--- src/rtl/uw_pkg.sv ---
package uw_pkg;
    localparam int UW_ADDR_W = 6;
    localparam int UW_DATA_W = 16;
    localparam int UW_CMD_W  = UW_ADDR_W + 3;
    localparam int UW_STN_W  = 3 * UW_DATA_W;

    typedef enum logic [1:0] {
        OP_READ  = 2'd0,
        OP_WREN  = 2'd1,
        OP_WRITE = 2'd2,
        OP_ERASE = 2'd3
    } uw_op_t;

    typedef enum logic [3:0] {
        ST_IDLE, ST_START, ST_CMD, ST_RDATA, ST_WDATA,
        ST_GAP, ST_POLL, ST_END1, ST_END2
    } uw_st_t;

    // Serial command: leading one, two opcode bits, word address.
    function automatic logic [UW_CMD_W-1:0] uw_cmd(input uw_op_t op,
                                                   input logic [UW_ADDR_W-1:0] a);
        case (op)
            OP_READ:  uw_cmd = {3'b110, a};
            OP_WREN:  uw_cmd = {3'b100, 2'b11, a[UW_ADDR_W-3:0]};
            OP_WRITE: uw_cmd = {3'b101, a};
            default:  uw_cmd = {3'b111, a};
        endcase
    endfunction
endpackage

--- src/rtl/uw_tick_gen.sv ---
module uw_tick_gen #(
    parameter int HALF_DIV = 4
) (
    input  logic clk,
    input  logic rst_n,
    input  logic en,
    output logic tick
);
    localparam int CW = $clog2(HALF_DIV + 1);

    logic [CW-1:0] cnt_d, cnt_q;

    always_comb begin
        tick  = en && (cnt_q == CW'(HALF_DIV - 1));
        cnt_d = cnt_q;
        if (!en || tick) cnt_d = '0;
        else             cnt_d = cnt_q + 1'b1;
    end

    always_ff @(posedge clk or negedge rst_n) begin
        if (!rst_n) cnt_q <= '0;
        else        cnt_q <= cnt_d;
    end

    // a half period never reaches HALF_DIV counts
    a_r11_cnt_bound: assert property (@(posedge clk) disable iff (!rst_n)
        cnt_q < CW'(HALF_DIV));
endmodule

--- src/rtl/uw_addr_pack.sv ---
module uw_addr_pack
    import uw_pkg::*;
(
    input  logic [UW_DATA_W-1:0] cur_w,
    input  logic [UW_DATA_W-1:0] prev_w,
    output logic [7:0]           lo_byte,
    output logic [7:0]           hi_byte
);
    logic [UW_DATA_W-1:0] joined;

    always_comb begin
        joined  = {cur_w[UW_DATA_W-2:0], prev_w[UW_DATA_W-1]};
        lo_byte = joined[7:0];
        hi_byte = cur_w[14:7];
    end
endmodule

--- src/rtl/uwire_rom_ctrl.sv ---
module uwire_rom_ctrl
    import uw_pkg::*;
#(
    parameter int HALF_DIV  = 4,
    parameter int POLL_MAX  = 4096,
    parameter int BOOT_WORD = 6
) (
    input  logic                  clk,
    input  logic                  rst_n,
    input  logic                  req_valid,
    input  logic [1:0]            req_op,
    input  logic [UW_ADDR_W-1:0]  req_addr,
    input  logic [UW_DATA_W-1:0]  req_wdata,
    input  logic                  boot_start,
    output logic                  busy,
    output logic                  done,
    output logic                  err,
    output logic [UW_DATA_W-1:0]  rd_data,
    output logic [UW_STN_W-1:0]   stn_addr,
    output logic                  stn_valid,
    output logic                  ee_cs,
    output logic                  ee_sk,
    output logic                  ee_di,
    input  logic                  ee_do
);
    localparam int CNT_W  = $clog2(UW_DATA_W);
    localparam int POLL_W = $clog2(POLL_MAX + 1);
    localparam int NBOOT  = 4;

    typedef struct packed {
        uw_st_t                 st;
        uw_op_t                 op;
        logic [UW_CMD_W-1:0]    cmd;
        logic [UW_DATA_W-1:0]   sh;
        logic                   phase;
        logic [CNT_W-1:0]       cnt;
        logic [POLL_W-1:0]      pcnt;
        logic                   cs;
        logic                   sk;
        logic                   di;
        logic                   done;
        logic                   err;
        logic [UW_DATA_W-1:0]   rdata;
        logic [UW_DATA_W-1:0]   prev;
        logic                   boot;
        logic [1:0]             bidx;
        logic [UW_STN_W-1:0]    stn;
        logic                   stn_vld;
    } regs_t;

    regs_t r_q, r_d;
    logic  tick;
    logic  accept;
    logic [UW_DATA_W-1:0] rd_word;
    logic [7:0] pk_lo, pk_hi;

    uw_tick_gen #(.HALF_DIV(HALF_DIV)) i_tick (
        .clk  (clk),
        .rst_n(rst_n),
        .en   (r_q.st != ST_IDLE),
        .tick (tick)
    );

    assign rd_word = {ee_do, r_q.sh[UW_DATA_W-1:1]};

    uw_addr_pack i_pack (
        .cur_w  (rd_word),
        .prev_w (r_q.prev),
        .lo_byte(pk_lo),
        .hi_byte(pk_hi)
    );

    always_comb begin
        r_d    = r_q;
        r_d.done = 1'b0;
        accept = 1'b0;
        case (r_q.st)
            ST_IDLE: begin
                r_d.cs = 1'b0;
                r_d.sk = 1'b0;
                r_d.di = 1'b0;
                if (req_valid || boot_start) begin
                    accept  = 1'b1;
                    r_d.err = 1'b0;
                    r_d.st  = ST_START;
                    r_d.cs  = 1'b1;
                    if (req_valid) begin
                        r_d.op   = uw_op_t'(req_op);
                        r_d.boot = 1'b0;
                        r_d.cmd  = uw_cmd(uw_op_t'(req_op), req_addr);
                        r_d.sh   = req_wdata;
                    end else begin
                        r_d.op      = OP_READ;
                        r_d.boot    = 1'b1;
                        r_d.bidx    = '0;
                        r_d.stn_vld = 1'b0;
                        r_d.cmd     = uw_cmd(OP_READ, UW_ADDR_W'(BOOT_WORD));
                    end
                end
            end
            ST_START: if (tick) begin
                r_d.st    = ST_CMD;
                r_d.di    = r_q.cmd[UW_CMD_W-1];
                r_d.cnt   = '0;
                r_d.phase = 1'b0;
            end
            ST_CMD: if (tick) begin
                if (!r_q.phase) begin
                    r_d.sk    = 1'b1;
                    r_d.phase = 1'b1;
                end else begin
                    r_d.sk    = 1'b0;
                    r_d.phase = 1'b0;
                    if (r_q.cnt == CNT_W'(UW_CMD_W - 1)) begin
                        r_d.cnt = '0;
                        case (r_q.op)
                            OP_READ: begin
                                r_d.st = ST_RDATA;
                                r_d.di = 1'b0;
                            end
                            OP_WRITE: begin
                                r_d.st = ST_WDATA;
                                r_d.di = r_q.sh[0];
                                r_d.sh = r_q.sh >> 1;
                            end
                            default: begin
                                r_d.st = ST_GAP;
                                r_d.cs = 1'b0;
                                r_d.di = 1'b0;
                            end
                        endcase
                    end else begin
                        r_d.cnt = r_q.cnt + 1'b1;
                        r_d.di  = r_q.cmd[UW_CMD_W-2];
                        r_d.cmd = r_q.cmd << 1;
                    end
                end
            end
            ST_RDATA: if (tick) begin
                if (!r_q.phase) begin
                    r_d.sk    = 1'b1;
                    r_d.phase = 1'b1;
                end else begin
                    r_d.sk    = 1'b0;
                    r_d.phase = 1'b0;
                    r_d.sh    = rd_word;
                    if (r_q.cnt == CNT_W'(UW_DATA_W - 1)) begin
                        r_d.rdata = rd_word;
                        r_d.st    = ST_END1;
                        if (r_q.boot) begin
                            r_d.prev = rd_word;
                            case (r_q.bidx)
                                2'd1:    r_d.stn[15:0]  = {pk_hi, pk_lo};
                                2'd2:    r_d.stn[31:16] = {pk_hi, pk_lo};
                                2'd3:    r_d.stn[47:32] = {pk_hi, pk_lo};
                                default: ;
                            endcase
                        end
                    end else begin
                        r_d.cnt = r_q.cnt + 1'b1;
                    end
                end
            end
            ST_WDATA: if (tick) begin
                if (!r_q.phase) begin
                    r_d.sk    = 1'b1;
                    r_d.phase = 1'b1;
                end else begin
                    r_d.sk    = 1'b0;
                    r_d.phase = 1'b0;
                    if (r_q.cnt == CNT_W'(UW_DATA_W - 1)) begin
                        r_d.st = ST_GAP;
                        r_d.cs = 1'b0;
                        r_d.di = 1'b0;
                    end else begin
                        r_d.cnt = r_q.cnt + 1'b1;
                        r_d.di  = r_q.sh[0];
                        r_d.sh  = r_q.sh >> 1;
                    end
                end
            end
            ST_GAP: if (tick) begin
                if (!r_q.phase) begin
                    r_d.sk    = 1'b1;
                    r_d.phase = 1'b1;
                end else begin
                    r_d.sk    = 1'b0;
                    r_d.phase = 1'b0;
                    r_d.cs    = 1'b1;
                    r_d.pcnt  = '0;
                    r_d.st    = (r_q.op == OP_WREN) ? ST_END1 : ST_POLL;
                end
            end
            ST_POLL: if (tick) begin
                if (ee_do) begin
                    r_d.st = ST_END1;
                end else if (r_q.pcnt == POLL_W'(POLL_MAX - 1)) begin
                    r_d.err = 1'b1;
                    r_d.st  = ST_END1;
                end else begin
                    r_d.pcnt = r_q.pcnt + 1'b1;
                end
            end
            ST_END1: if (tick) begin
                r_d.st = ST_END2;
                r_d.cs = 1'b0;
                r_d.di = 1'b0;
            end
            ST_END2: if (tick) begin
                if (r_q.boot && r_q.bidx != 2'(NBOOT - 1)) begin
                    r_d.bidx = r_q.bidx + 1'b1;
                    r_d.cmd  = uw_cmd(OP_READ, UW_ADDR_W'(BOOT_WORD)
                                      + UW_ADDR_W'(r_q.bidx) + 1'b1);
                    r_d.st   = ST_START;
                    r_d.cs   = 1'b1;
                end else begin
                    r_d.st   = ST_IDLE;
                    r_d.done = 1'b1;
                    if (r_q.boot) r_d.stn_vld = 1'b1;
                    r_d.boot = 1'b0;
                end
            end
            default: r_d.st = ST_IDLE;
        endcase
    end

    always_ff @(posedge clk or negedge rst_n) begin
        if (!rst_n) begin
            r_q       <= '0;
            r_q.st    <= ST_IDLE;
            r_q.op    <= OP_READ;
        end else begin
            r_q <= r_d;
        end
    end

    assign busy      = (r_q.st != ST_IDLE);
    assign done      = r_q.done;
    assign err       = r_q.err;
    assign rd_data   = r_q.rdata;
    assign stn_addr  = r_q.stn;
    assign stn_valid = r_q.stn_vld;
    assign ee_cs     = r_q.cs;
    assign ee_sk     = r_q.sk;
    assign ee_di     = r_q.di;

    // data line is steady across every shift-clock rise
    a_r2_di_stable: assert property (@(posedge clk) disable iff (!rst_n)
        $rose(ee_sk) |-> $stable(ee_di));
    // done is a single-cycle pulse and never overlaps busy
    a_r9_done_pulse: assert property (@(posedge clk) disable iff (!rst_n)
        done |=> !done);
    a_r9_done_idle: assert property (@(posedge clk) disable iff (!rst_n)
        done |-> !busy);
    // lines rest low when idle
    a_r8_idle_lines: assert property (@(posedge clk) disable iff (!rst_n)
        !busy |-> (!ee_cs && !ee_sk && !ee_di));
    // chip select falls with clock and data low
    a_r8_cs_fall: assert property (@(posedge clk) disable iff (!rst_n)
        $fell(ee_cs) |-> (!ee_sk && !ee_di));
    // an accepted request clears the error flag
    a_r7_err_clear: assert property (@(posedge clk) disable iff (!rst_n)
        accept |=> !err);
    // station address becomes valid only at completion
    a_r10_stn_at_done: assert property (@(posedge clk) disable iff (!rst_n)
        $rose(stn_valid) |-> done);
endmodule

--- config.mk ---
export PLATFORM = sky130hd
export DESIGN_NAME = uwire_rom_ctrl
export DESIGN_NICKNAME = d
export VERILOG_FILES = /design/src/rtl/uw_pkg.sv /design/src/rtl/uw_tick_gen.sv /design/src/rtl/uw_addr_pack.sv /design/src/rtl/uwire_rom_ctrl.sv
export SDC_FILE = /design/constraint.sdc
export NUM_CORES = 1
export LEC_CHECK = 0
export ABC_AREA = 1
export BUFFER_PORTS_ARGS = -buffer_cell sky130_fd_sc_hd__buf_2
export CORE_ASPECT_RATIO = 0.6
export CORE_MARGIN = 2
export CORE_UTILIZATION = 58
export CTS_CLUSTER_DIAMETER = 60
export CTS_CLUSTER_SIZE = 24
export DETAILED_ROUTE_END_ITERATION = 16
export HOLD_SLACK_MARGIN = 0.02
export PLACE_DENSITY_LB_ADDON = 0.3
export REMOVE_ABC_BUFFERS = 1
export SLEW_MARGIN = 25
export SYNTH_ARGS = -nofsm -noshare
export SYNTH_HDL_FRONTEND = slang
export SYNTH_SLANG_ARGS = --single-unit
--- constraint.sdc ---
create_clock -name clk -period 2.35 [get_ports clk]
set_input_delay 0 -clock clk [delete_from_list [all_inputs] [get_ports clk]]
set_output_delay 0 -clock clk [all_outputs]
set_load 0.01 [all_outputs]
# Yosys cells after proc, flatten, opt, wreduce, memory -nomap -nowiden
# Cells that the tools add are included.
[word_totals]
out_inout_bits = 71
wordCells = 211
in_bits = 29
reg_bits = 141
latch_bits = 0
ramBits = 0
mem_bits_ro = 0
mem_count = 0
[classes]
reduce_logical = 39
n_eq_ne = 49
multipliers = 0
mux = 96
bitwise_logic = 0
magnitude_cmp = 0
div_mod_pow = 0
n_addsub = 6
shifts = 0
[op_table]
columns = ["operator", "count"]
rows = [
  ["16-bit 2-to-1 mux", 6],
  ["4-bit 2-to-1 mux", 21],
  ["16-bit one-hot mux with 4 select lines", 1],
  ["21-bit 2-to-1 mux", 2],
  ["6-bit AND reduction", 7],
  ["2-bit != test (second input constant)", 20],
  ["13-bit 2-to-1 mux", 3],
  ["4-bit one-hot mux with 9 select lines", 1],
  ["1-bit 2-to-1 mux", 33],
  ["31-bit 2-to-1 mux", 1],
  ["30-bit 2-to-1 mux", 1],
  ["9-bit 2-to-1 mux", 3],
  ["9-bit one-hot mux with 3 select lines", 1],
  ["13-bit one-hot mux with 2 select lines", 1],
  ["25-bit 2-to-1 mux", 1],
  ["8-bit one-hot mux with 3 select lines", 1],
  ["5-bit AND reduction", 4],
  ["2-bit by 1-bit != test with 1-bit output (second input constant)", 9],
  ["17-bit AND reduction", 1],
  ["4-bit by 3-bit == test with 1-bit output (second input constant)", 4],
  ["4-bit one-hot mux with 4 select lines", 1],
  ["15-bit 2-to-1 mux", 1],
  ["3-bit 2-to-1 mux", 5],
  ["1-bit one-hot mux with 5 select lines", 3],
  ["other kinds (37)", 59],
]

# Logic depth before layout (Yosys ltp)
[logic_depth]
ltp_word = 7
ltp_mapped = 11
ltp_nobuf = 11

# Cells and area by module
# From an unflattened synthesis, not the netlist that was laid out.
[unflattened]
hier_cells = 945
area_unflattened_um2 = 7642.3
[by_module_without_submodules]
columns = ["module", "cells_per_inst", "seq_area_each_um2", "area_each_um2", "instances"]
rows = [
  ["uwire_rom_ctrl", 915, 3453.3, 7385.8, 1],
  ["uw_tick_gen", 14, 75.1, 136.4, 1],
  ["uw_addr_pack", 16, 0.0, 120.1, 1],
]

# Worst setup path before layout
# Ideal clock, no wire load.
[synth_timing]
kind = "register to register"
start = "reg i_tick.cnt_q[0]"
end = "reg r_q[113] (netlist name)"
path_stages_with_launch = 11
period_less_slack_ns = 1.704
setup_slack_ns = 0.646
setup_ns = 0.117
t_arrival_ns = 1.588
required_time_ns = 2.233
path_buffers = 1
cell_sequence = "dfrtp_1 ha_1 ha_1 inv_1 nand2_1 nand3_1 nor2_4 nand2_4 buf_6 nand2_1 nand2_1"
[synth_between]
elab_chain_len = 4
elab_cells_between_ends = 6
cone_classes = "4 x eq/ne; 2 x reduce/logical"
[synth_rtl]
columns = ["element", "line_no", "source"]
rows = [
  ["start: declaration", "uw_tick_gen.sv:11", "logic [CW-1:0] cnt_d, cnt_q;"],
  ["start signal: assignment", "uw_tick_gen.sv:22", "else cnt_q <= cnt_d;"],
  ["3-bit by 2-bit == test with 1-bit output (*)", "uw_tick_gen.sv:14", "tick = en && (cnt_q == CW'(HALF_DIV - 1));"],
  ["1-bit logical AND (*)", "uw_tick_gen.sv:14", ""],
  ["2-bit by 1-bit != test with 1-bit output (no line)", "-", ""],
  ["12-bit AND reduction (no line) (*)", "-", ""],
  ["end signal: assignment", "uwire_rom_ctrl.sv:233", "r_q <= r_d;"],
  ["end: declaration", "uwire_rom_ctrl.sv:51", "regs_t r_q, r_d;"],
]
# Every way passes the cells marked *; elsewhere a longest branch is shown, timed or not.
# A chain may end at the register's enable or synchronous reset.

# Final worst setup path
[layout_timing]
start = "reg r_q[137] (netlist name)"
end = "reg r_q[92] (netlist name)"
[layout_between]
elab_chain_len = 4
elab_cells_between_ends = 12
cone_classes = "7 x eq/ne; 1 x mux; 4 x reduce/logical"
[layout_rtl]
columns = ["element", "line_no", "source"]
rows = [
  ["4-bit nonzero test", "uwire_rom_ctrl.sv:60", ".en (r_q.st != ST_IDLE),"],
  ["1-bit logical AND", "uw_tick_gen.sv:14", ""],
  ["2-bit by 1-bit != test with 1-bit output (no line)", "-", ""],
  ["6-bit AND reduction (no line)", "-", ""],
]
# Parallel ways exist; a longest one is shown, timed or not.

==> results summary <==
Clock-pin slew was measured on the worst setup and hold paths at approximately 0.060 ns. Cell internal power was estimated by the tool at about 3.7 mW. The wire length of the first global-routing pass came out at approximately 27000 microns.

The worst hold-check slack came out at about 0.029 ns. The final number of hold-violating endpoints is 0. The required time at the endpoint of the critical path is between 2 and 3 ns.

The endpoint arrival time on the critical path is around 2.4 ns. The time the worst path needs with I/O delays and setup came out at roughly 2.1 ns. Entering global routing, the biggest net connects 127 pins.

The share of the clock period used by the worst path came out at 0.879. The count of different cell masters after synthesis is 38. STA classifies the critical path endpoint as a flip-flop. During placement, the flow inserted port buffers numbering slightly below 100. Headroom to the max-slew limit came out at 0.535. The total iterations of the first detailed-routing run is 6. The min-delay analysis places its worst path in the category input pin to flip-flop.

Of the total power, the share spent switching nets is 0.234. For this run, the share of the core covered by cells in the final layout is 0.682. TritonCTS built the clock tree.

The H-tree depth is 4. The power spent charging and discharging nets is between 1 and 1.5 mW. Summing all non-filler instances in the final layout gives an area of 7730 sq um. The initial cell density of the core came out at 0.596. The power density relative to cell area came out at approximately 630 nW/um^2. In the global route stage, overall resource usage came out at 0.273. Of the total power, the clock network draws 0.530.

Detailed placement ended at an HPWL of approximately 11000 microns. In this run the cell area measured after placement is 6990 sq um. The power share of the combinational group is 0.024. The via count of the first global-routing pass came out at slightly above 5000.

The post-synthesis average cell area came out at between 7 and 8 sq um. The number of routed nets with antenna violations is 0. The worst setup path is launched from a flip-flop. The flip-flop and latch count after synthesis came out at about 130. The share of total power dissipated in sequential elements is 0.446. The cell area after synthesis is about 6800 sq um. The initial antenna violation count is 0.

The clock arrives with between 0.008 and 0.009 ns of skew. At the end of routability-driven placement, the weighted congestion stood at a little under 1. The post-synthesis sequential area ratio is 0.466. Setup repair after global routing left no endpoint under its margin.

Global routing finished with a remaining overflow of 0. The area growth from synthesis to final layout is 14.4%. During synthesis, Yosys emitted a total of 0 warnings. The die outline width came out at 143 microns. On the critical path, the stage with the largest delay is an instance of sky130_fd_sc_hd__dfrtp_1.

The number of failing setup endpoints in the final timing report came out at 0. The worst-margin pin slew is 0.698 ns. The cell sitting at the root of the clock tree is a sky130_fd_sc_hd__clkbuf_16.

The boundary pin count is 100. The timing-limited maximum frequency is between 0.4 and 0.5 GHz. The standard-cell row count came out at 30. The clock tree buffer depth came out at 2. The count of routing violations after the opening detailed-route iteration came out at roughly 440. Along the worst path, the maximum fanout reaches 23. The post-layout net count came out at 954.

The critical path goes through inv_2 -> nand2_1 -> nor2_2 -> inv_2 -> a31oi_1 -> nor2_2 -> nand2_2 -> nand2_1 -> o21ai_0. The DRC violation count after routing came out at 0. The maximum cell stage delay along the critical path came out at 0.46 ns. The die covers 12600 sq um. The region available for standard cell placement spans approximately 11000 sq um. The critical path is of the flip-flop to flip-flop type. The number of instances in the synthesized netlist is 856. The average wire per standard cell is between 15 and 20 microns. The final count of pins violating max slew is 0. From bottom edge to top edge, the die measures ~88 microns. The share of final-layout standard cells stronger than drive strength 1 came out at 0.188. The flow ran to the end, and the final reports show no timing, DRC or antenna violations. The total vias in the final route came out at roughly 5800. Max-cap violations in this run came to 0. The total clock buffers created by CTS came out at 17. 0 antenna diodes ended up in the layout. The total leakage power came out at between 4 and 5 nW. The detailed-route vias per instance came out at ~5.3. The final sum of negative setup slack came out at 0 ns. The buffer count from post-CTS setup fixing is 0. Across the VDD grid, the largest voltage drop is between 0.0005 and 0.0006 V. The final wirelength came out at around 16000 microns. The clock net in this run drives a total of approximately 130 sinks. The clock latency of the later-clocked register in the worst-skew pair came out at 0.42 ns.
==> metal layers <==
metal  vias to the layer above  routed length [microns]  track usage
met3                        15                     1380       0.0842
met2                       223                     6610        0.368
li1                       2839                        -            -
met1                      2734                     8230        0.427
met4                         0                      149       0.0651
met5                         -                        0            0
==> critical path, delay by kind of cell (launching register included) <==
| family | cells | cell delay [ns] |
|---|---|---|
| DFF | 1 | 0.46 |
| buffers and inverters | 2 | 0.24 |
| AOI/OAI and AO/OA | 2 | 0.29 |
| and+or+nand+nor | 5 | 0.99 |
==> registers in the layout, summed over array words and instances, names as in the netlist <==
name and flops:
ee_di 1, r_q 53, ee_sk 1, stn_addr 48
err 1, stn_valid 1, rd_data 16, done 1
ee_cs 1, i_tick.cnt_q 3
==> per-stage QoR <==
| stage | total power [mW] | worst slack [ns] | instances |
|---|---|---|---|
| final | 4.87 | 0.284 | 1087 |
| after global routing | 5.02 | 0.0797 | 1087 |
| after CTS | 4.90 | 0.118 | 1087 |
| after detailed placement | 2.31 | 0.142 | 1040 |
| after global placement | 2.31 | 0.188 | 1040 |
| after floorplan | 2.23 | 0.240 | 766 |
==> logic make-up after synthesis <==
group,Yosys count,synth area share
buffers and inverters,152,0.123
xor gates and xnor gates,1,0.00130
and+or+nand+nor,423,0.278
AOI/OAI and AO/OA,143,0.111
adders and majority gates,11,0.0204
DFF,126,0.466
==> power by group through the flow <==
stage          logic [mW]  clock network [mW]  registers (mW)
6_report            0.118                2.58            2.17
4_1_cts             0.122                2.61            2.17
2_1_floorplan      0.0196                   0            2.21
3_5_place_dp        0.101                   0            2.21
3_3_place_gp        0.101                   0            2.21
5_1_grt             0.133                2.72            2.17
==> worst paths after layout <==
path                                       from               to  slack (ns)  cells after the start
worst max-delay path                   r_q[137]          r_q[92]        0.28                      9
worst min register to register  i_tick.cnt_q[0]  i_tick.cnt_q[0]        0.44                      1
worst min-delay path               req_wdata[1]         r_q[108]        0.03                      6
worst max register to register         r_q[137]          r_q[92]        0.28                      9
max in group asynchronous                 rst_n         r_q[134]        1.60                      3
min in group asynchronous                 rst_n         r_q[127]        0.19                      3
==> layout by cell type, fill, tap and decap left out, types with 7 or more instances in the layout <==
cell and n:
sky130_fd_sc_hd__buf_2 98, sky130_fd_sc_hd__clkbuf_16 17, sky130_fd_sc_hd__nand3_1 43, sky130_fd_sc_hd__ha_1 11, sky130_fd_sc_hd__dlygate4sd3_1 15, sky130_fd_sc_hd__a21oi_1 8
sky130_fd_sc_hd__nand2_1 272, sky130_fd_sc_hd__nor3_1 7, sky130_fd_sc_hd__nor2_1 48, sky130_fd_sc_hd__nand3b_1 17, sky130_fd_sc_hd__dfrtp_1 126, sky130_fd_sc_hd__o21ai_1 7
sky130_fd_sc_hd__nand4_1 12, sky130_fd_sc_hd__buf_4 15, sky130_fd_sc_hd__inv_1 57, sky130_fd_sc_hd__o21ai_0 112
==> synth_stat cells (all sizes together) <==
master | count | area [sq um]
nand2 | 279 | 1080
dfrtp | 126 | 3150
o21ai | 119 | 596
buf | 76 | 548
inv | 61 | 229
nor2 | 58 | 265
nand3 | 43 | 215
nand3b | 17 | 128
clkbuf | 14 | 52.6
nand4 | 14 | 109
ha | 11 | 138
nor3 | 9 | 61.3
a21oi | 8 | 40.0
a31oi | 3 | 18.8
or2 | 3 | 18.8
a211oi | 2 | 15.0
a22oi | 2 | 15.0
o211ai | 2 | 15.0
o21bai | 2 | 15.0
o22ai | 2 | 12.5
a21boi | 1 | 7.51
a31o | 1 | 8.76
clkinv | 1 | 3.75
o31ai | 1 | 7.51
xor2 | 1 | 8.76
==> repair_timing <==
| action | 4_1_cts | 5_1_grt |
|---|---|---|
| gates resized for setup | 0 | 1 |
| hold endpoints to repair | 141 | 0 |
| hold buffers | 15 | 0 |
| endpoints found under the setup margin | 0 | 4 |
==> area by class of cell <==
type / instances / area (sq um)
multi-input combinational: 578 / 2790
sequential: 126 / 3150
fill: 934 / 3600
inverter: 62 / 233
clock buffer: 18 / 439
timing repair buffer: 129 / 773
clock inverter: 14 / 144
tap: 160 / 200
Note: power is estimated with default switching activity, not from simulation.
